[config.mk]
export PLATFORM = sky130hd
export DESIGN_NAME = quadDuelSelector
export DESIGN_NICKNAME = d
export VERILOG_FILES = /design/src/rtl/duelPkg.sv /design/src/rtl/duelCounters.sv /design/src/rtl/duelControl.sv /design/src/rtl/quadDuelSelector.sv
export SDC_FILE = /design/constraint.sdc
export NUM_CORES = 1
export LEC_CHECK = 0
export CORE_UTILIZATION = 45
export DETAILED_ROUTE_END_ITERATION = 12
export HOLD_SLACK_MARGIN = 0.15
export PLACE_DENSITY = 0.67
export SYNTH_ARGS = -nofsm -noshare
export SYNTH_HDL_FRONTEND = slang
export SYNTH_SLANG_ARGS = --single-unit
[constraint.sdc]
create_clock -name clk -period 4.7 [get_ports clk]
set_clock_uncertainty 0.2 [all_clocks]
set_input_delay 0.94 -clock clk [delete_from_list [all_inputs] [get_ports clk]]
set_output_delay 0.94 -clock clk [all_outputs]
set_load 0.01 [all_outputs]
[src/rtl/duelPkg.sv]
package duelPkg;

  typedef enum logic [1:0] {
    CFG_A = 2'd0,
    CFG_B = 2'd1,
    CFG_C = 2'd2,
    CFG_D = 2'd3
  } cfgSel_e;

  // Slot order is behaviour: slot number equals role code
  typedef enum logic [2:0] {
    ROLE_FIX_A   = 3'd0,
    ROLE_FIX_B   = 3'd1,
    ROLE_PART_AB = 3'd2,
    ROLE_FIX_C   = 3'd3,
    ROLE_FIX_D   = 3'd4,
    ROLE_PART_CD = 3'd5,
    ROLE_NONE    = 3'd7
  } setRole_e;

  localparam int NUM_CTR = 3;  // 0: A/B pair, 1: C/D pair, 2: meta

  typedef struct packed {
    logic incMeta;
    logic decMeta;
    logic incCD;
    logic decCD;
    logic incAB;
    logic decAB;
  } ctrStrobe_t;

endpackage

[src/rtl/duelCounters.sv]
module duelCounters
  import duelPkg::*;
#(
  parameter int CTR_W = 10,
  parameter int HYST  = 16
) (
  input  logic                    clk,
  input  logic                    rstN,
  input  ctrStrobe_t              strobe,
  output logic signed [CTR_W-1:0] psAB,
  output logic signed [CTR_W-1:0] psCD,
  output logic signed [CTR_W-1:0] psMeta,
  output logic [NUM_CTR-1:0]      belowLow,
  output logic [NUM_CTR-1:0]      aboveHigh
);

  localparam logic signed [CTR_W-1:0] MAXV = {1'b0, {(CTR_W-1){1'b1}}};
  localparam logic signed [CTR_W-1:0] MINV = {1'b1, {(CTR_W-1){1'b0}}};
  localparam logic signed [CTR_W-1:0] ONE  = CTR_W'(1);

  logic [NUM_CTR-1:0] incV;
  logic [NUM_CTR-1:0] decV;
  logic signed [CTR_W-1:0] ctr [NUM_CTR];

  assign incV = {strobe.incMeta, strobe.incCD, strobe.incAB};
  assign decV = {strobe.decMeta, strobe.decCD, strobe.decAB};

  for (genvar i = 0; i < NUM_CTR; i++) begin : g_ctr
    always_ff @(posedge clk) begin
      if (!rstN) begin
        ctr[i] <= '0;
      end else if (incV[i] && !decV[i] && (ctr[i] != MAXV)) begin
        ctr[i] <= ctr[i] + ONE;
      end else if (decV[i] && !incV[i] && (ctr[i] != MINV)) begin
        ctr[i] <= ctr[i] - ONE;
      end
    end

    assign belowLow[i]  = (int'(ctr[i]) < -HYST);
    assign aboveHigh[i] = (int'(ctr[i]) > HYST);
  end

  assign psAB   = ctr[0];
  assign psCD   = ctr[1];
  assign psMeta = ctr[2];

endmodule

[src/rtl/duelControl.sv]
module duelControl
  import duelPkg::*;
#(
  parameter int SET_IDX_W   = 12,
  parameter int GROUP_SPAN  = 64,
  parameter int BASE_OFFSET = 0,
  parameter int HOLD_CYCLES = 256
) (
  input  logic                 clk,
  input  logic                 rstN,
  input  logic [SET_IDX_W-1:0] setIdx,
  input  logic                 missValid,
  input  logic                 missOwn,
  input  logic [NUM_CTR-1:0]   belowLow,
  input  logic [NUM_CTR-1:0]   aboveHigh,
  output ctrStrobe_t           strobe,
  output logic [1:0]           outSel,
  output logic [1:0]           followerSel
);

  localparam int SPAN_W = $clog2(GROUP_SPAN);
  localparam int TMR_W  = $clog2(HOLD_CYCLES + 1);

  logic [SPAN_W-1:0]  slot;
  int                 rel;
  setRole_e           role;
  logic               ownMiss;
  logic [NUM_CTR-1:0] held;      // 1 = second option of that choice
  logic [NUM_CTR-1:0] heldNext;
  logic [TMR_W-1:0]   holdTmr;
  cfgSel_e            winAB;
  cfgSel_e            winCD;
  cfgSel_e            winAll;

  // Role of the presented set
  assign slot = SPAN_W'(setIdx % SET_IDX_W'(GROUP_SPAN));

  always_comb begin
    rel = int'(slot) - BASE_OFFSET;
    if (rel >= 0 && rel < 6) role = setRole_e'(3'(rel));
    else                     role = ROLE_NONE;
  end

  // Counter strobes
  assign ownMiss = missValid && missOwn;

  always_comb begin
    strobe         = '0;
    strobe.decAB   = ownMiss && (role == ROLE_FIX_A);
    strobe.incAB   = ownMiss && (role == ROLE_FIX_B);
    strobe.decCD   = ownMiss && (role == ROLE_FIX_C);
    strobe.incCD   = ownMiss && (role == ROLE_FIX_D);
    strobe.decMeta = ownMiss && (role == ROLE_PART_AB);
    strobe.incMeta = ownMiss && (role == ROLE_PART_CD);
  end

  // Hysteresis: move away on low crossing, come back on high crossing
  for (genvar i = 0; i < NUM_CTR; i++) begin : g_hyst
    assign heldNext[i] = held[i] ? !aboveHigh[i] : belowLow[i];
  end

  // Held choices with hold-off interval
  always_ff @(posedge clk) begin
    if (!rstN) begin
      held    <= '0;
      holdTmr <= '0;
    end else if (holdTmr != '0) begin
      holdTmr <= holdTmr - TMR_W'(1);
    end else if (heldNext != held) begin
      held    <= heldNext;
      holdTmr <= TMR_W'(HOLD_CYCLES - 1);
    end
  end

  assign winAB  = held[0] ? CFG_B : CFG_A;
  assign winCD  = held[1] ? CFG_D : CFG_C;
  assign winAll = held[2] ? winCD : winAB;

  always_comb begin
    unique case (role)
      ROLE_FIX_A:   outSel = CFG_A;
      ROLE_FIX_B:   outSel = CFG_B;
      ROLE_PART_AB: outSel = winAB;
      ROLE_FIX_C:   outSel = CFG_C;
      ROLE_FIX_D:   outSel = CFG_D;
      ROLE_PART_CD: outSel = winCD;
      default:      outSel = winAll;
    endcase
  end

  assign followerSel = winAll;

endmodule

[src/rtl/quadDuelSelector.sv]
module quadDuelSelector
  import duelPkg::*;
#(
  parameter int SET_IDX_W   = 12,
  parameter int CTR_W       = 10,
  parameter int HYST        = 16,
  parameter int HOLD_CYCLES = 256,
  parameter int GROUP_SPAN  = 64,
  parameter int BASE_OFFSET = 0
) (
  input  logic                 clk,
  input  logic                 rstN,
  input  logic [SET_IDX_W-1:0] setIdx,
  input  logic                 missValid,
  input  logic                 missOwn,
  output logic [1:0]           outSel,
  output logic [1:0]           followerSel
);

  ctrStrobe_t              strobe;
  logic signed [CTR_W-1:0] psAB;
  logic signed [CTR_W-1:0] psCD;
  logic signed [CTR_W-1:0] psMeta;
  logic [NUM_CTR-1:0]      belowLow;
  logic [NUM_CTR-1:0]      aboveHigh;

  duelControl #(
    .SET_IDX_W  (SET_IDX_W),
    .GROUP_SPAN (GROUP_SPAN),
    .BASE_OFFSET(BASE_OFFSET),
    .HOLD_CYCLES(HOLD_CYCLES)
  ) u_ctl (
    .clk        (clk),
    .rstN       (rstN),
    .setIdx     (setIdx),
    .missValid  (missValid),
    .missOwn    (missOwn),
    .belowLow   (belowLow),
    .aboveHigh  (aboveHigh),
    .strobe     (strobe),
    .outSel     (outSel),
    .followerSel(followerSel)
  );

  duelCounters #(
    .CTR_W(CTR_W),
    .HYST (HYST)
  ) u_dp (
    .clk      (clk),
    .rstN     (rstN),
    .strobe   (strobe),
    .psAB     (psAB),
    .psCD     (psCD),
    .psMeta   (psMeta),
    .belowLow (belowLow),
    .aboveHigh(aboveHigh)
  );

endmodule

=== Word-level counts from Yosys, hierarchy flattened ===
Memory sizes are Yosys's and may differ from the RTL's.
Cells that the tools add are included.
W data, S select, Z words.

* Register bits after elaboration: 12
* Memory bits (writable): 30
* Input port bits: 16
* Logic and storage cells: 108
* Memories: 1

* Add/subtract/negate cells: 7
* $lt $le $gt $ge: 8
* Equal/unequal tests: 12
* Muxes and demuxes: 38
* Bitwise logic cells: 7
* Reduce and logical (&&, ||, !) cells: 33

{| class="wikitable"
|+ Memories
! name !! depth !! width !! rd ports !! clocked after memory_dff !! wr ports !! line !! RTL
|-
| u_dp.ctr || 3 || 10 || 3 || 0 || 3 || duelCounters.sv:23 || <nowiki>logic signed [CTR_W-1:0] ctr [NUM_CTR];</nowiki>
|}

{| class="wikitable"
|+ Operators with widths
! operator !! number
|-
| $mux W10 || 6
|-
| $ne A10 B10 Y1 const B || 6
|-
| $add A10 B2 Y10 const B || 3
|-
| $gt A10 B6 Y1 const B || 3
|-
| $lt A10 B5 Y1 const B || 3
|-
| $sub A10 B2 Y10 const B || 3
|-
| $mux W1 || 27
|-
| $logic_and A1 B1 Y1 || 20
|-
| $mux W9 || 2
|-
| $pmux W2 S6 || 1
|-
| $logic_not A1 Y1 || 9
|-
| $reduce_bool A9 Y1 || 1
|-
| $sub A9 B1 Y9 const B || 1
|-
| $eq A3 B2 Y1 const B || 2
|-
| $eq A3 B3 Y1 const B || 2
|-
| $ge A6 B1 Y1 const B || 1
|-
| $lt A6 B3 Y1 const B || 1
|-
| $or A1 B1 Y1 || 6
|-
| $eq A3 B1 Y1 const B || 1
|-
| $logic_not A3 Y1 || 1
|-
| $mux W3 || 1
|-
| $ne A3 B3 Y1 || 1
|-
| $mux W2 || 1
|-
| $reduce_and A2 Y1 || 1
|-
| 2 further kinds || 2
|}

=== Longest topological paths before layout ===
* Depth in word-level cells: 13
* Depth in mapped cells: 9

=== Hierarchy ===
A second synthesis with hierarchy kept.

* Cell total of the unflattened synthesis: 379
* Area, all modules: 3344.5 µm²

{| class="wikitable"
|+ By module, submodules not included
! module !! times used !! cells each !! area an instance (µm²) !! seq. area each (µm²)
|-
| duelCounters || 1 || 286 || 2560.0 || 900.9
|-
| duelControl || 1 || 93 || 784.5 || 240.2
|}

=== Least setup slack after synthesis ===
Ideal clock, no wire load.

* Path kind: input to register
* From: input setIdx[4]
* To: memory u_dp.ctr[2][8], data pin
* Setup time: 0.261 ns
* Arrival time: 3.572 ns
* Data required time: 4.239 ns
* Path slack: 0.667 ns
* Cell stages on the path: 9
* Path through: nor3_1 -> nand3_1 -> nor3b_1 -> ha_1 -> a21o_1 -> a21oi_1 -> o21ai_0 -> a211oi_1 -> nor3_1

{| class="wikitable"
|+ RTL lines
! element !! line !! RTL
|-
| start: declaration || quadDuelSelector.sv:13 || <nowiki>input logic [SET_IDX_W-1:0] setIdx,</nowiki>
|-
| end: declaration || duelCounters.sv:23 ||
|}

=== Worst setup path in the final report ===
* From: input setIdx[4]
* To: output outSel[0]

* Longest elaborated chain between the ends: 5
* Elaborated cells between the ends (all ways): 11

{| class="wikitable"
|+ RTL lines
! element !! line !! RTL
|-
| $ge A6 B1 Y1 / $lt A6 B3 Y1 (equally long branches) || duelControl.sv:40 || <nowiki>if (rel >= 0 && rel < 6) role = setRole_e'(3'(rel));</nowiki>
|-
| $logic_and A1 B1 Y1 * || duelControl.sv:40 ||
|-
| $mux W3 * || duelControl.sv:40 ||
|-
| $eq A3 B3 Y1 (tied with other cells) || duelControl.sv:80 || <nowiki>unique case (role)</nowiki>
|-
| $pmux W2 S6 * || duelControl.sv:80 ||
|-
| end: declaration || quadDuelSelector.sv:16 || <nowiki>output logic [1:0] outSel,</nowiki>
|}

Mark *: on every way between the ends. The rest lies on a longest branch, timed or not.

==> reports/results.tsv <==
stage	metric	value	unit
logic_synthesis	yosys_warnings	0	
global_route	grt_pass1_vias	2806	
final_layout	layout_common_cells	nor2_1 (42), edfxtp_1 (30), nand2_1 (26)	
hold_path	hold_end	u_ctl.holdTmr[8]$_SDFFE_PN0P_	
worst_setup_path	required	3.56	ns
timing	finalCritPeriodShare	82.8	%
worst_setup_path	startpoint	setIdx[4]	
logic_synthesis	synthesis.nets	413	
worst_setup_path	reg2reg_to	u_dp.ctr[2][8]$_SDFFCE_PN0P_	
cts	cts_tree	built	
power	ir_worst_vdd	103	uV
cts	cts_max_path_buffers	2	
routing	drt_iter0_drc	143	
timing	max_freq	257	MHz
final_layout	antenna_cells	0	
power	p_int	0.672	mW
global_route	track_usage	21.5	%
cts	clkLatencyLatePin	0.30	ns
logic_synthesis	yosysUniqueCellTypes	70	
hold_path	hp-start	u_ctl.holdTmr[8]$_SDFFE_PN0P_	
routing	drtPass1Iterations	4	
hold_path	holdPathStages	1	
timing	period_minus_slack	3.89	ns
worst_setup_path	r2r_slack	1.37	ns
routing	num_vias	2985	
logic_synthesis	synth-edff-count	30	
timing	hold_violations	0	
routing	viasPerCell	6.13	
cts	cts_buffers	5	
final_layout	layout_commonest_cell	nor2_1	
logic_synthesis	avgSynthCellArea	8.59	um^2
place	hpwl	5650	um
worst_setup_path	start_kind	input pin	
timing	rsz0062_at_grt	no	
worst_setup_path	cp_slowest_stage_delay	0.55	ns
cts	clkTransAtPathRegs	0.07	ns
hold_path	hold_path_class	flop to flop	
floorplanning	die_h	87.5	um
power	switching_share	33.4	%
power	power.leakage	1.25	nW
worst_setup_path	worstReg2RegStart	u_dp.ctr[2][5]$_SDFFCE_PN0P_	
routing	drt-wirelength-per-cell	15.8	um
place	gp_congestion	0.840	
global_route	antenna_found_initial	0	
worst_setup_path	reg2reg_depth	10	
final_layout	drive_gt1_share	6.39	%
floorplanning	design.core.area	6940	um^2
global_route	overflow	0	
floorplanning	start_util	47.4	%
power	power.share.combinational	27.8	%
timing	slew_viol_final	0	
run	max_cap_viol_count	0	
cts	cts_root_buf	clkbuf_8	
worst_setup_path	cp-end-kind	output port	
logic_synthesis	ys_ff_latch	42	
power	seqPwrFrac	49.1	%
routing	ant_nets	0	
logic_synthesis	synth-async-reset-ratio	0	%
power	p_per_area	282	nW/um^2
worst_setup_path	cpMaxStageDelayCell	clkdlybuf4s50_1	
cts	post_cts_buffers	0	
worst_setup_path	cp.arrival	2.75	ns
cts	postCtsHoldBufs	0	
timing	worst-slew-pin-transition	0.654	ns
logic_synthesis	syn_inst	383	
global_route	grt_max_degree	16	
floorplanning	die_area	7660	um^2
worst_setup_path	crit_type	input pin to output port	
cts	htree_levels	2	
timing	maxSlewHeadroom	56.0	%
floorplanning	rows	30	
routing	drt_wl_total	7680	um
timing	setup_viol	0	
global_route	grt_pass1_wl	13200	um
place	port_buffers	13	
power	total_power	1.01	mW
floorplanning	die_w	87.5	um
routing	drc_errors	0	
outcome	status	completed	
logic_synthesis	seq_area_frac_synth	34.7	%
logic_synthesis	synthFlopType	edfxtp_1	
logic_synthesis	syn_area	3290	um^2
cts	ctsResizeCount	0	
power	pwr-share-clk	23.1	%
worst_setup_path	worstPathCellList	clkdlybuf4s50_1 -> or3_4 -> a21oi_1 -> nor2_1 -> a21oi_1 -> clkdlybuf4s50_1	
power	p_sw	0.337	mW
cts	numClockSinks	42	
final_layout	area_growth	8.94	%
worst_setup_path	critPathMaxFanout	5	
floorplanning	io_pins	20	
timing	finalSetupTns	0	ns
final_layout	nets	420	
## power by group through the flow
stage          clock network (mW)  registers [mW]  logic, mW
4_1_cts                     0.239           0.495      0.279
2_1_floorplan                   0           0.480      0.224
6_report                    0.233           0.496      0.281
5_1_grt                     0.252           0.504      0.316
3_5_place_dp                    0           0.504      0.277
3_3_place_gp                    0           0.502      0.269
## how the worst max path moves through the flow
stage	slack, ns	to
6_report	0.81	outSel[0]
5_1_grt	0.73	outSel[1]
4_1_cts	0.79	outSel[1]
3_5_place_dp	0.68	u_dp.ctr[2][9]$_SDFFCE_PN0P_
3_3_place_gp	0.67	u_dp.ctr[2][9]$_SDFFCE_PN0P_
2_1_floorplan	0.67	u_dp.ctr[2][8]$_SDFFCE_PN0P_
## cell families after synthesis
logic type / Yosys count / synth area share [%]
buffers and inverters: 38 / 4.87
AOI/OAI and AO/OA: 103 / 21.9
DFF: 42 / 34.7
muxes: 8 / 2.89
xor gates and xnor gates: 8 / 2.13
and+or+nand+nor: 170 / 28.0
adders and majority gates: 14 / 5.55
## metal layers
metal	up-vias	share of wire [%]	track usage, %
li1	1501	-	-
met2	59	48	35.4
met5	-	0	0
met3	6	4.5	4.17
met1	1419	46	29.0
met4	0	0.96	5.96
## registers in the layout, indices dropped and copies added (netlist names)
signal / count
u_ctl.held: 3
u_ctl.holdTmr: 9
u_dp.ctr: 30
## layout make-up
class | instances | area, um^2
multi-input combinational | 303 | 1990
sequential | 42 | 1140
clock buffer | 8 | 80.1
tap | 96 | 120
fill | 666 | 3360
timing repair buffer | 21 | 190
inverter | 17 | 63.8
## metrics by stage
stage	utilization [%]	std cells	area, um^2	hold slack (ns)	setup WS (ns)
after global placement	50.5	479	3500	0.238	0.670
after floorplan	-	383	3290	0.230	0.667
final	51.6	487	3580	0.251	0.806
after global routing	51.6	487	3580	0.280	0.733
after detailed placement	50.5	479	3500	0.241	0.681
after CTS	51.6	487	3580	0.252	0.793
## synthesized netlist by cell type (5+ instances only)
master,instances,area (um^2)
a21oi_1,23,115
nand2_1,26,97.6
ha_1,13,163
nand3_1,23,115
nand4_1,6,37.5
edfxtp_1,30,901
buf_2,5,25.0
or3_1,6,37.5
nor3_1,15,75.1
o21ai_0,14,70.1
xor2_1,5,43.8
nor4_1,12,75.1
inv_1,16,60.1
and3_1,6,37.5
a211oi_1,6,45.0
a31oi_1,7,43.8
a221oi_1,8,70.1
clkbuf_1,14,52.6
nor2_1,42,158
dfxtp_1,12,240
nor3b_1,5,37.5
mux2i_1,5,50.1
## critical path: cells and delay by family
family	cells	cell delay, ns
buffers and inverters	2	0.96
and+or+nand+nor	2	0.50
AOI/OAI and AO/OA	2	0.34
Power figures use the tool's default switching activity.
